`config.mk`:
```
export PLATFORM = sky130hd
export DESIGN_NAME = wake_src_ctrl
export DESIGN_NICKNAME = d
export VERILOG_FILES = /design/src/rtl/wake_src_pkg.sv /design/src/rtl/wake_edge_det.sv /design/src/rtl/wake_eligibility.sv /design/src/rtl/wake_record.sv /design/src/rtl/wake_src_ctrl.sv
export SDC_FILE = /design/constraint.sdc
export NUM_CORES = 1
export LEC_CHECK = 0
export BUFFER_PORTS_ARGS = -buffer_cell sky130_fd_sc_hd__buf_2
export CORE_AREA = 3 3 76 78
export CTS_CLUSTER_SIZE = 12
export DETAILED_ROUTE_END_ITERATION = 10
export DIE_AREA = 0 0 79 81
export GPL_ROUTABILITY_DRIVEN = 1
export HOLD_SLACK_MARGIN = 0.08
export PLACE_DENSITY = 0.53
export SLEW_MARGIN = 25
export SYNTH_ARGS = -nofsm -noshare
export SYNTH_HDL_FRONTEND = slang
export SYNTH_HIERARCHICAL = 1
export SYNTH_SLANG_ARGS = --single-unit
```
`constraint.sdc`:
```
create_clock -name clk -period 1.55 [get_ports clk]
set_clock_uncertainty 0.2 [all_clocks]
set_input_delay 0.31 -clock clk [delete_from_list [all_inputs] [get_ports clk]]
set_output_delay 0.31 -clock clk [all_outputs]
set_load 0.02 [all_outputs]
```
`src/rtl/wake_src_pkg.sv`:
```
package wake_src_pkg;

    localparam int NUM_SRC   = 10;
    localparam int IDX_GPIO  = 0;
    localparam int IDX_SC1   = 1;
    localparam int IDX_SC2   = 2;
    localparam int IDX_IRQ   = 3;
    localparam int IDX_DBG   = 4;
    localparam int IDX_SYS   = 5;
    localparam int IDX_CMPA  = 6;
    localparam int IDX_CMPB  = 7;
    localparam int IDX_WRAP  = 8;
    localparam int IDX_CORE  = 9;

    typedef logic [NUM_SRC-1:0] src_vec_t;

    typedef enum logic [1:0] {
        LVL_EMULATED = 2'd0,
        LVL_TIMED    = 2'd1,
        LVL_DEEPEST  = 2'd2,
        LVL_SPARE    = 2'd3
    } sleep_lvl_e;

    // Sources usable at any depth: pin changes and debug requests
    localparam src_vec_t ALWAYS_SET = src_vec_t'(10'h03F);
    localparam src_vec_t TIMER_SET  = src_vec_t'(10'h1C0);
    localparam src_vec_t CORE_SET   = src_vec_t'(10'h200);

endpackage

```
`src/rtl/wake_edge_det.sv`:
```
module wake_edge_det #(
    parameter int W         = 4,
    parameter bit RISE_ONLY = 1'b0
) (
    input  logic         clk,
    input  logic         rst_n,
    input  logic [W-1:0] lvl_in,
    output logic [W-1:0] hit
);

    typedef struct packed {
        logic [W-1:0] prev;
        logic         primed;
    } det_state_t;

    det_state_t st_d, st_q;
    logic [W-1:0] raw_hit;

    generate
        if (RISE_ONLY) begin : g_rise
            assign raw_hit = lvl_in & ~st_q.prev;
        end else begin : g_any
            assign raw_hit = lvl_in ^ st_q.prev;
        end
    endgenerate

    always_comb begin
        st_d        = st_q;
        st_d.prev   = lvl_in;
        st_d.primed = 1'b1;
        hit         = st_q.primed ? raw_hit : '0;
    end

    always_ff @(posedge clk or negedge rst_n) begin
        if (!rst_n) begin
            st_q <= '0;
        end else begin
            st_q <= st_d;
        end
    end

endmodule

```
`src/rtl/wake_eligibility.sv`:
```
module wake_eligibility
    import wake_src_pkg::*;
(
    input  logic [1:0] level,
    output src_vec_t   eligible
);

    sleep_lvl_e lvl;

    always_comb begin
        lvl = sleep_lvl_e'(level);
        unique case (lvl)
            LVL_EMULATED: eligible = ALWAYS_SET | CORE_SET;
            LVL_TIMED:    eligible = ALWAYS_SET | TIMER_SET;
            LVL_DEEPEST:  eligible = ALWAYS_SET;
            LVL_SPARE:    eligible = ALWAYS_SET;
            default:      eligible = ALWAYS_SET;
        endcase
    end

endmodule

```
`src/rtl/wake_record.sv`:
```
module wake_record
    import wake_src_pkg::*;
(
    input  logic     clk,
    input  logic     rst_n,
    input  src_vec_t events,
    input  logic     mask_we,
    input  src_vec_t mask_wdata,
    input  logic     clr_we,
    input  src_vec_t clr_wdata,
    output src_vec_t rec,
    output src_vec_t mask
);

    typedef struct packed {
        src_vec_t rec;
        src_vec_t mask;
    } rec_state_t;

    rec_state_t st_d, st_q;
    src_vec_t   clr_bits;

    always_comb begin
        st_d     = st_q;
        clr_bits = clr_we ? clr_wdata : '0;
        // Clear first, then set: a simultaneous event keeps its bit
        st_d.rec = (st_q.rec & ~clr_bits) | events;
        if (mask_we) begin
            st_d.mask = mask_wdata;
        end
    end

    always_ff @(posedge clk or negedge rst_n) begin
        if (!rst_n) begin
            st_q.rec  <= '0;
            st_q.mask <= '1;
        end else begin
            st_q <= st_d;
        end
    end

    assign rec  = st_q.rec;
    assign mask = st_q.mask;

endmodule

```
`src/rtl/wake_src_ctrl.sv`:
```
module wake_src_ctrl
    import wake_src_pkg::*;
#(
    parameter int GPIO_W = 8
) (
    input  logic              clk,
    input  logic              rst_n,
    input  logic [GPIO_W-1:0] gpio_in,
    input  logic              sc1_pin,
    input  logic              sc2_pin,
    input  logic              irq_pin,
    input  logic              dbg_pwrup_req,
    input  logic              sys_pwrup_req,
    input  logic              tmr_cmp_a,
    input  logic              tmr_cmp_b,
    input  logic              tmr_wrap,
    input  logic              core_wake_set,
    input  logic [1:0]        sleep_level,
    input  logic              sleeping,
    input  logic              mask_we,
    input  logic [9:0]        mask_wdata,
    input  logic              clr_we,
    input  logic [9:0]        clr_wdata,
    output logic              wake_req,
    output logic [9:0]        event_rec,
    output logic [9:0]        wake_mask
);

    localparam int PIN_W = GPIO_W + 3;

    logic [PIN_W-1:0] pin_lvl;
    logic [PIN_W-1:0] pin_hit;
    logic [1:0]       req_hit;
    src_vec_t         events;
    src_vec_t         eligible;
    src_vec_t         rec;
    src_vec_t         mask;

    assign pin_lvl = {irq_pin, sc2_pin, sc1_pin, gpio_in};

    wake_edge_det #(.W(PIN_W), .RISE_ONLY(1'b0)) u_pin_det (
        .clk    (clk),
        .rst_n  (rst_n),
        .lvl_in (pin_lvl),
        .hit    (pin_hit)
    );

    wake_edge_det #(.W(2), .RISE_ONLY(1'b1)) u_req_det (
        .clk    (clk),
        .rst_n  (rst_n),
        .lvl_in ({sys_pwrup_req, dbg_pwrup_req}),
        .hit    (req_hit)
    );

    always_comb begin
        events            = '0;
        events[IDX_GPIO]  = |pin_hit[GPIO_W-1:0];
        events[IDX_SC1]   = pin_hit[GPIO_W];
        events[IDX_SC2]   = pin_hit[GPIO_W+1];
        events[IDX_IRQ]   = pin_hit[GPIO_W+2];
        events[IDX_DBG]   = req_hit[0];
        events[IDX_SYS]   = req_hit[1];
        events[IDX_CMPA]  = tmr_cmp_a;
        events[IDX_CMPB]  = tmr_cmp_b;
        events[IDX_WRAP]  = tmr_wrap;
        events[IDX_CORE]  = core_wake_set;
    end

    wake_eligibility u_elig (
        .level    (sleep_level),
        .eligible (eligible)
    );

    wake_record u_rec (
        .clk        (clk),
        .rst_n      (rst_n),
        .events     (events),
        .mask_we    (mask_we),
        .mask_wdata (mask_wdata),
        .clr_we     (clr_we),
        .clr_wdata  (clr_wdata),
        .rec        (rec),
        .mask       (mask)
    );

    assign wake_req  = sleeping & (|(rec & mask & eligible));
    assign event_rec = rec;
    assign wake_mask = mask;

endmodule

```
# --- After elaboration in Yosys (flattened, before gate mapping) ---
# Cells that the tools add are included.
op_classes:
  eq_ne: 3
  n_mux: 4
  bitwise: 9
  n_reduce_logical: 4
op_table:
  columns: ["op", "count"]
  rows:
  - ["$and A10 B10 Y10", 3]
  - ["$pmux W10 S3", 1]
  - ["$mux W11", 1]
  - ["$xor A11 B11 Y11", 1]
  - ["$mux W10", 1]
  - ["$not A10 Y10", 1]
  - ["$or A10 B10 Y10", 1]
  - ["$reduce_or A10 Y1", 1]
  - ["$reduce_or A8 Y1", 1]
  - ["$eq A2 B2 Y1 const B", 2]
  - ["$and A2 B2 Y2", 1]
  - ["$eq A2 B1 Y1 const B", 1]
  - ["$logic_not A2 Y1", 1]
  - ["$mux W2", 1]
  - ["$not A2 Y2", 1]
  - ["$reduce_or A2 Y1", 1]
  - ["$and A1 B1 Y1", 1]
word_totals:
  ff_bits: 34
  input_bits: 44
  wordCells: 25

# --- Logic depth before layout (Yosys ltp) ---
# Gate-level depths: netlist of the first run.
logic_depth:
  word_depth: 6
  depth_mapped: 6

# --- By module ---
# The synthesis of the first run kept the hierarchy.
by_module_without_submodules:
  columns: ["module", "instances", "cells_per_inst", "area_each_um2", "seq_area_each_um2"]
  rows:
  - ["wake_record", 1, 52, 792.0, 513.0]
  - ["wake_edge_det at u_pin_det", 1, 36, 474.2, 300.3]
  - ["wake_edge_det at u_req_det", 1, 6, 96.3, 75.1]
  - ["wake_src_ctrl", 1, 16, 92.6, 0.0]
  - ["wake_eligibility", 1, 11, 81.3, 0.0]

# --- Worst setup path before layout of the first run ---
# OpenSTA, ideal clock, no wires.
synth_path:
  path_type: "input to output"
  start: "in sleep_level[0]"
  end: "out wake_req"
  arrival_time_ns: 1.156
  required_time_ns: 1.040
  slack_ns: -0.116
  path_stages: 6
  n_path_buf: 1
  path_cell_list: "nor2b_4 > buf_4 > and3_1 > a31oi_1 > nand4_1 > o21a_1"
synth_between:
  elab_chain_cells: 6
  elab_cells_between_ends: 9
synth_lines:
  columns: ["item", "line", "text"]
  rows:
  - ["start, declared", "wake_src_ctrl.sv:18", "input logic [1:0] sleep_level,"]
  - ["$eq A2 B2 Y1", "wake_eligibility.sv:12", "unique case (lvl)"]
  - ["$reduce_or A2 Y1 (no line)", null, null]
  - ["$pmux W10 S3 (*)", "wake_eligibility.sv:12", null]
  - ["named net eligible[7]", "wake_src_ctrl.sv:35", "src_vec_t eligible;"]
  - ["$and A10 B10 Y10 (*)", "wake_src_ctrl.sv:86", "assign wake_req = sleeping & (|(rec & mask & eligible));"]
  - ["$reduce_or A10 Y1 (*)", "wake_src_ctrl.sv:86", null]
  - ["$and A1 B1 Y1 (*)", "wake_src_ctrl.sv:86", null]
  - ["end, declared", "wake_src_ctrl.sv:24", "output logic wake_req,"]
# Mark *: on every way through the listed nets, which the timed path passes. The rest lies on a longest branch. The select of a mux whose other input is x is not followed.

# --- Worst setup path after layout of the first run ---
layout_path:
  start: "reg u_rec/mask[6] (netlist name)"
  end: "out wake_req"
layout_between:
  elab_chain_cells: 4
layout_lines:
  columns: ["item", "line"]
  rows:
  - ["$and A10 B10 Y10 (2 in a row)", "wake_src_ctrl.sv:86"]
  - ["$reduce_or A10 Y1", "wake_src_ctrl.sv:86"]
  - ["$and A1 B1 Y1", "wake_src_ctrl.sv:86"]
# Every way passes these cells.

==> flow_summary.ini, run 1 <==
[outcome]
outcome = finished with violations
violations = negative setup slack

[finish]
final_nets = 269
register_area_um2 = 888
layout-drive-gt1-share_pct = 46.9
finish.instance_area_um2 = 2420
area_growth_pct = 57.6
num-fill-cells = 519
antenna_cells = 0
multi_input_area_um2 = 604

[sta]
setup_viol = 1
rsz0062_at_grt = yes
fin_crit_ns = 1.93
fin_crit_sh_pct = 125
worst_slack_ns = -0.381
timing.hold.ws_ns = 0.102
timing.fmax_ghz = 0.518
slew_viol_final = 0
finalHoldViolCount = 0

[drt]
routed_via_density = 3.98
drtIter0Drc = 34
drt_wl_total_um = 3750
ant_nets = 0
wl_per_cell_um = 12.7
first_pass_iters = 4
drc = 0
num_vias = 1178

[critical_path]
critPathCaptureType = output port
path_max_fanout = 2
max_stage_delay_ns = 0.38
critical_path_class = flop to output port
crit_slowest_cell = dfstp_2
crit_chain = and3_1 -> a31oi_1 -> nand4_1 -> o21a_2 -> buf_6
start_kind = flop
required_ns = 1.04
crit_arrival_ns = 1.42

[placed_design]
portBuffers = 64
dp_hpwl_um = 2640
gp_congestion = 0.699
preCtsSetupSlack_ns = -0.288
postPlaceCellArea_um2 = 1970

[global_route]
grt_overflow = 0
first_global_vias = 1260
grt_usage_pct = 12.5
grt_pass1_wl_um = 6000
antenna_found_initial = 0
grt_max_degree = 36

[synth]
ys_ff_latch = 35
synthesis.area_um2 = 1540
syn_inst = 121
yosysUniqueCellTypes = 20
yosysTopAreaCellShare_pct = 40.7
synth-seq-area-share_pct = 57.8
yosys-top-cells-area = dfrtp_1, dfstp_2, mux2_4
avgSynthCellArea_um2 = 12.7
synth_area_leader_cell = dfrtp_1
ys_warn_count = 6

[floorplan]
fp.dieH_um = 81
core_um2 = 5140
io_pins = 65
die_w_um = 79
row_count = 26
initial_core_util_pct = 29.9
dieArea_um2 = 6400

[hold_path]
hold_path_class = input pin to flop

[clock_tree]
clockRootBuffer = clkbuf_8
numCtsBuffers = 5
cts_max_path_buffers = 2
clock-sinks = 35
cts_tree = done
htreeDepth = 2
cts.clk_slew.worst_paths_ns = 0.07
clk_latency_ns = 0.28

[power_and_ir_drop]
power_density_nw_per_um2 = 971
ir_worst_vdd_uv = 591
p_leak_nw = 1.19
total_power_mw = 2.35

[flow_run]
drv_cap = 0
report_power, final:
group,switching [mW],leakage [nW],internal (mW)
registers,0.0497,0.388,1.01
clock network,0.321,0.0524,0.481
logic,0.219,0.754,0.274
total,0.589,1.19,1.76
worst max-delay path: cells and delay by family, from the launching register on:
family | cells | cell delay (ns)
flops | 1 | 0.38
compound gates | 2 | 0.36
buf+inv | 1 | 0.12
simple gates | 2 | 0.27
kinds of logic (layout without fill, tap and decap cells):
family          Yosys count  count (layout)  share of synthesized area (%)
other cells               3               8                          0.733
flops                    35              35                           57.8
simple gates             37              37                           13.5
mux                      10              10                           9.77
xor+xnor                 11              11                           6.27
buf+inv                  11             111                           5.29
compound gates           14              14                           6.60
synth_stat cells:
cell	number
o21a_1	1
buf_6	1
and2_1	11
xor2_1	11
conb_1	3
dfstp_2	10
a31oi_1	3
dfrtp_1	25
mux2_4	10
and3_1	3
nand4_1	1
nand3_1	5
and3b_1	2
buf_2	2
nor2_1	1
nor4_1	2
buf_4	8
nor2b_4	1
a21o_1	10
nand2_1	11
per-layer routing:
| layer | vias up | track usage (%) | part of all wire, % |
|---|---|---|---|
| li1 | 597 | - | - |
| met1 | 536 | 14.9 | 43 |
| met2 | 37 | 21.0 | 50 |
| met3 | 8 | 4.88 | 5.9 |
| met4 | 0 | 3.44 | 1.2 |
| met5 | - | 0 | 0 |
state kept, by name, indices dropped and copies added, names as in the netlist:
signal / count
u_pin_det/st_q: 12
u_rec/mask: 10
u_rec/rec: 10
u_req_det/st_q: 3
path summary, 6_finish.rpt:
| kind | from | endpoint | slack, ns | depth (start not counted) |
|---|---|---|---|---|
| hold / removal | clr_wdata[4] | u_rec/rec[4]$_DFF_PN0_ | 0.10 | 3 |
| min in group asynchronous | rst_n | u_pin_det/st_q[0]$_DFF_PN0_ | 0.32 | 3 |
| max in group asynchronous | rst_n | u_rec/mask[1]$_DFFE_PN1P_ | 0.58 | 3 |
| setup / recovery | u_rec/mask[6]$_DFFE_PN1P_ | wake_req | -0.38 | 5 |
| hold reg to reg | u_rec/rec[5]$_DFF_PN0_ | u_rec/rec[5]$_DFF_PN0_ | 0.32 | 1 |
| setup reg to reg | u_pin_det/st_q[3]$_DFF_PN0_ | u_rec/rec[0]$_DFF_PN0_ | 0.08 | 5 |
cells in the final DEF, fill, tap and decap left out:
cell type | netlist | final
a21o_1 | 10 | 10
a31oi_1 | 3 | 3
and2_1 | 11 | 11
and3_1 | 3 | 2
and3_4 | 0 | 1
and3b_1 | 2 | 2
buf_12 | 0 | 1
buf_2 | 2 | 59
buf_4 | 8 | 8
buf_6 | 1 | 7
bufinv_16 | 0 | 1
clkbuf_1 | 0 | 2
clkbuf_8 | 0 | 5
conb_1 | 3 | 8
dfrtp_1 | 25 | 25
dfstp_2 | 10 | 10
dlygate4sd3_1 | 0 | 28
mux2_4 | 10 | 10
nand2_1 | 11 | 11
nand3_1 | 5 | 5
nand4_1 | 1 | 1
nor2_1 | 1 | 1
nor2b_4 | 1 | 1
nor4_2 | 0 | 2
o21a_2 | 0 | 1
xor2_1 | 11 | 11
repair_timing:
action,4_1_cts,5_1_grt
buffers inserted,1,1
hold buffers,28,0
setup endpoints to repair,4,6
pin swaps,3,7
endpoints found under the hold margin,62,0
gates cloned,0,0
resized for setup,10,4
stage by stage:
| step | utilization (%) | setup TNS [ns] | instances |
|---|---|---|---|
| 2_1_floorplan | - | -0.0987 | 126 |
| 3_3_place_gp | 38.3 | -0.303 | 258 |
| 3_5_place_dp | 38.3 | -0.331 | 258 |
| 4_1_cts | 46.6 | -0.371 | 295 |
| 5_1_grt | 47.1 | -0.584 | 296 |
| 6_report | 47.1 | -0.381 | 296 |
layout make-up:
class                           count  area share, %
Timing Repair Buffer              103           30.3
Multi-Input combinational cell     80           25.0
Tap cell                           70           3.62
Sequential cell                    35           36.7
Clock inverter                      1           1.24
Clock buffer                        7           3.15
(Power assumes the default switching activity.)
==> inputs of run 2 (changes only) <==
- CORE_AREA: 3 3 76 78 -> 3 3 65 67
- DIE_AREA: 0 0 79 81 -> 0 0 68 70
- PLACE_DENSITY: 0.53 -> 0.78
- TNS_END_PERCENT: default -> 10
==> run 2 against run 1 <==
Against the previous run: the run still ends with negative setup slack left; final cell count is 8.1% lower; sequential cell count is the same; sequential power barely moved; non-clock buffer count is 2 lower; register-to-register slack lost 0.03 ns; maximum frequency grew 1.8%; setup slack improved by 0.035 ns; hold slack better by 0.0054 ns.
==> flow_summary.ini, run 2 (same netlist as run 1, synthesis figures left out) <==
[outcome]
outcome = finished with violations
violations = negative setup slack

[sta]
fin_crit_ns = 1.90
tns_ns = -0.346
slew_viol_final = 0
rsz0062_at_grt = yes
worst_slack_ns = -0.346
setup_viol = 1
fin_crit_sh_pct = 122
finalHoldViolCount = 0
timing.fmax_ghz = 0.527

[global_route]
grt_pass1_wl_um = 6230
grt_max_degree = 36
grt_overflow = 0
first_global_vias = 1351
antenna_found_initial = 0
grt_usage_pct = 17.7

[finish]
largest_reg_flops = 12
multi_input_area_um2 = 603
layout_commonest_cell = buf_2
layout_common_cells = buf_2, dlygate4sd3_1, dfrtp_1
regMostFlops = u_pin_det/st_q
final_nets = 267
area_growth_pct = 53.3
finish.instance_area_um2 = 2360
register_area_um2 = 890
top_regs = u_pin_det/st_q x12, u_rec/mask x10, u_rec/rec x10
layout-drive-gt1-share_pct = 47.3
num-fill-cells = 285
antenna_cells = 0

[clock_tree]
numCtsBuffers = 5
cts_tree = done
cts_max_path_buffers = 2
clk_latency_ns = 0.28
cts.clk_slew.worst_paths_ns = 0.06
post-cts-setup-buffer-count = 0
clock-sinks = 35
htreeDepth = 2
clockRootBuffer = clkbuf_8

[critical_path]
critPathCaptureType = output port
max_stage_delay_ns = 0.38
crit_slowest_cell = dfstp_2
crit_arrival_ns = 1.39
path_max_fanout = 2
critical_path_class = flop to output port
rr_worst_depth = 5
crit_chain = and3_4 -> a31oi_1 -> nand3_1 -> o21a_2 -> buf_6
crit_start = u_rec/mask[8]$_DFFE_PN1P_
cpLargestDelayFamily = flip-flops
rrSetupSlack_ns = 0.05
path_buf_inv = 1
r2r_start = u_pin_det/st_q[8]$_DFF_PN0_
required_ns = 1.04
rr_endpoint = u_rec/rec[0]$_DFF_PN0_
start_kind = flop

[placed_design]
preCtsSetupSlack_ns = -0.289
postPlaceCellArea_um2 = 1930
portBuffers = 64
dp_hpwl_um = 2540
gp_congestion = 0.692

[floorplan]
die_w_um = 68
dieArea_um2 = 4760
core_um2 = 3690
fp.dieH_um = 70
io_pins = 65
row_count = 22
initial_core_util_pct = 41.7

[drt]
num_vias = 1225
ant_nets = 0
drc = 0
first_pass_iters = 2
wl_per_cell_um = 14.2
drt_wl_total_um = 3870
routed_via_density = 4.50
drtIter0Drc = 3

[hold_path]
holdPathEnd = u_rec/rec[9]$_DFF_PN0_
hold_path_class = input pin to flop
min_from = clr_wdata[9]
min_path_cells = 3

[power_and_ir_drop]
power_density_nw_per_um2 = 958
total_power_mw = 2.26
p_leak_nw = 1.17
ir_worst_vdd_uv = 696

[flow_run]
drv_cap = 0
[run 2: changes by cell type in the layout (fill, tap and decap cells not counted), sizes merged]
cell	before	now
bufinv	1	0
clkbuf	7	8
buf	75	73
[run 2: layout make-up]
type,instances,share of cell area (%)
repair buffers,101,29.8
well taps,48,2.55
clock buffers,8,4.25
multi-input cells,80,25.6
flip-flops and latches,35,37.8
[run 2: worst max path at each step]
| stage | to | depth (start not counted) | slack [ns] |
|---|---|---|---|
| 2_1_floorplan | wake_req | 6 | -0.1 |
| 3_5_place_dp | wake_req | 7 | -0.29 |
| 4_1_cts | wake_req | 5 | -0.35 |
| 3_3_place_gp | wake_req | 7 | -0.27 |
| 5_1_grt | wake_req | 5 | -0.43 |
| 6_report | wake_req | 5 | -0.35 |
[run 2: per-layer routing]
metal	track usage, %	wire length [um]
met5	0	0
met4	6.84	51
met3	6.11	266
met2	31.5	2070
met1	18.3	1490
[run 2: through the flow]
stage / instances / hold slack (ns) / utilization, %
3_5_place_dp: 236 / 0.162 / 52.3
2_1_floorplan: 126 / -0.186 / -
6_report: 272 / 0.107 / 63.9
4_1_cts: 272 / 0.0979 / 63.4
3_3_place_gp: 236 / 0.161 / 52.3
5_1_grt: 272 / 0.111 / 63.9
[run 2: power breakdown]
part / internal, mW / switching (mW) / total, mW / leakage (nW)
registers: 1.01 / 0.0497 / 1.06 / 0.387
clock network: 0.405 / 0.306 / 0.712 / 0.0515
logic: 0.269 / 0.221 / 0.490 / 0.736
total: 1.68 / 0.577 / 2.26 / 1.17
[run 2: repair_timing]
action,4_1_cts,5_1_grt
cloned,0,0
pin swaps,6,3
endpoints found under the hold margin,52,0
setup endpoints to repair,4,6
resized for setup,9,5
hold buffers,28,0
[run 2: tightest hold or removal path: cells and delay by family]
family / cells / cell delay, ns
AOI/OAI and AO/OA: 1 / 0.10
buffers and inverters: 1 / 0.09
and+or+nand+nor: 1 / 0.05
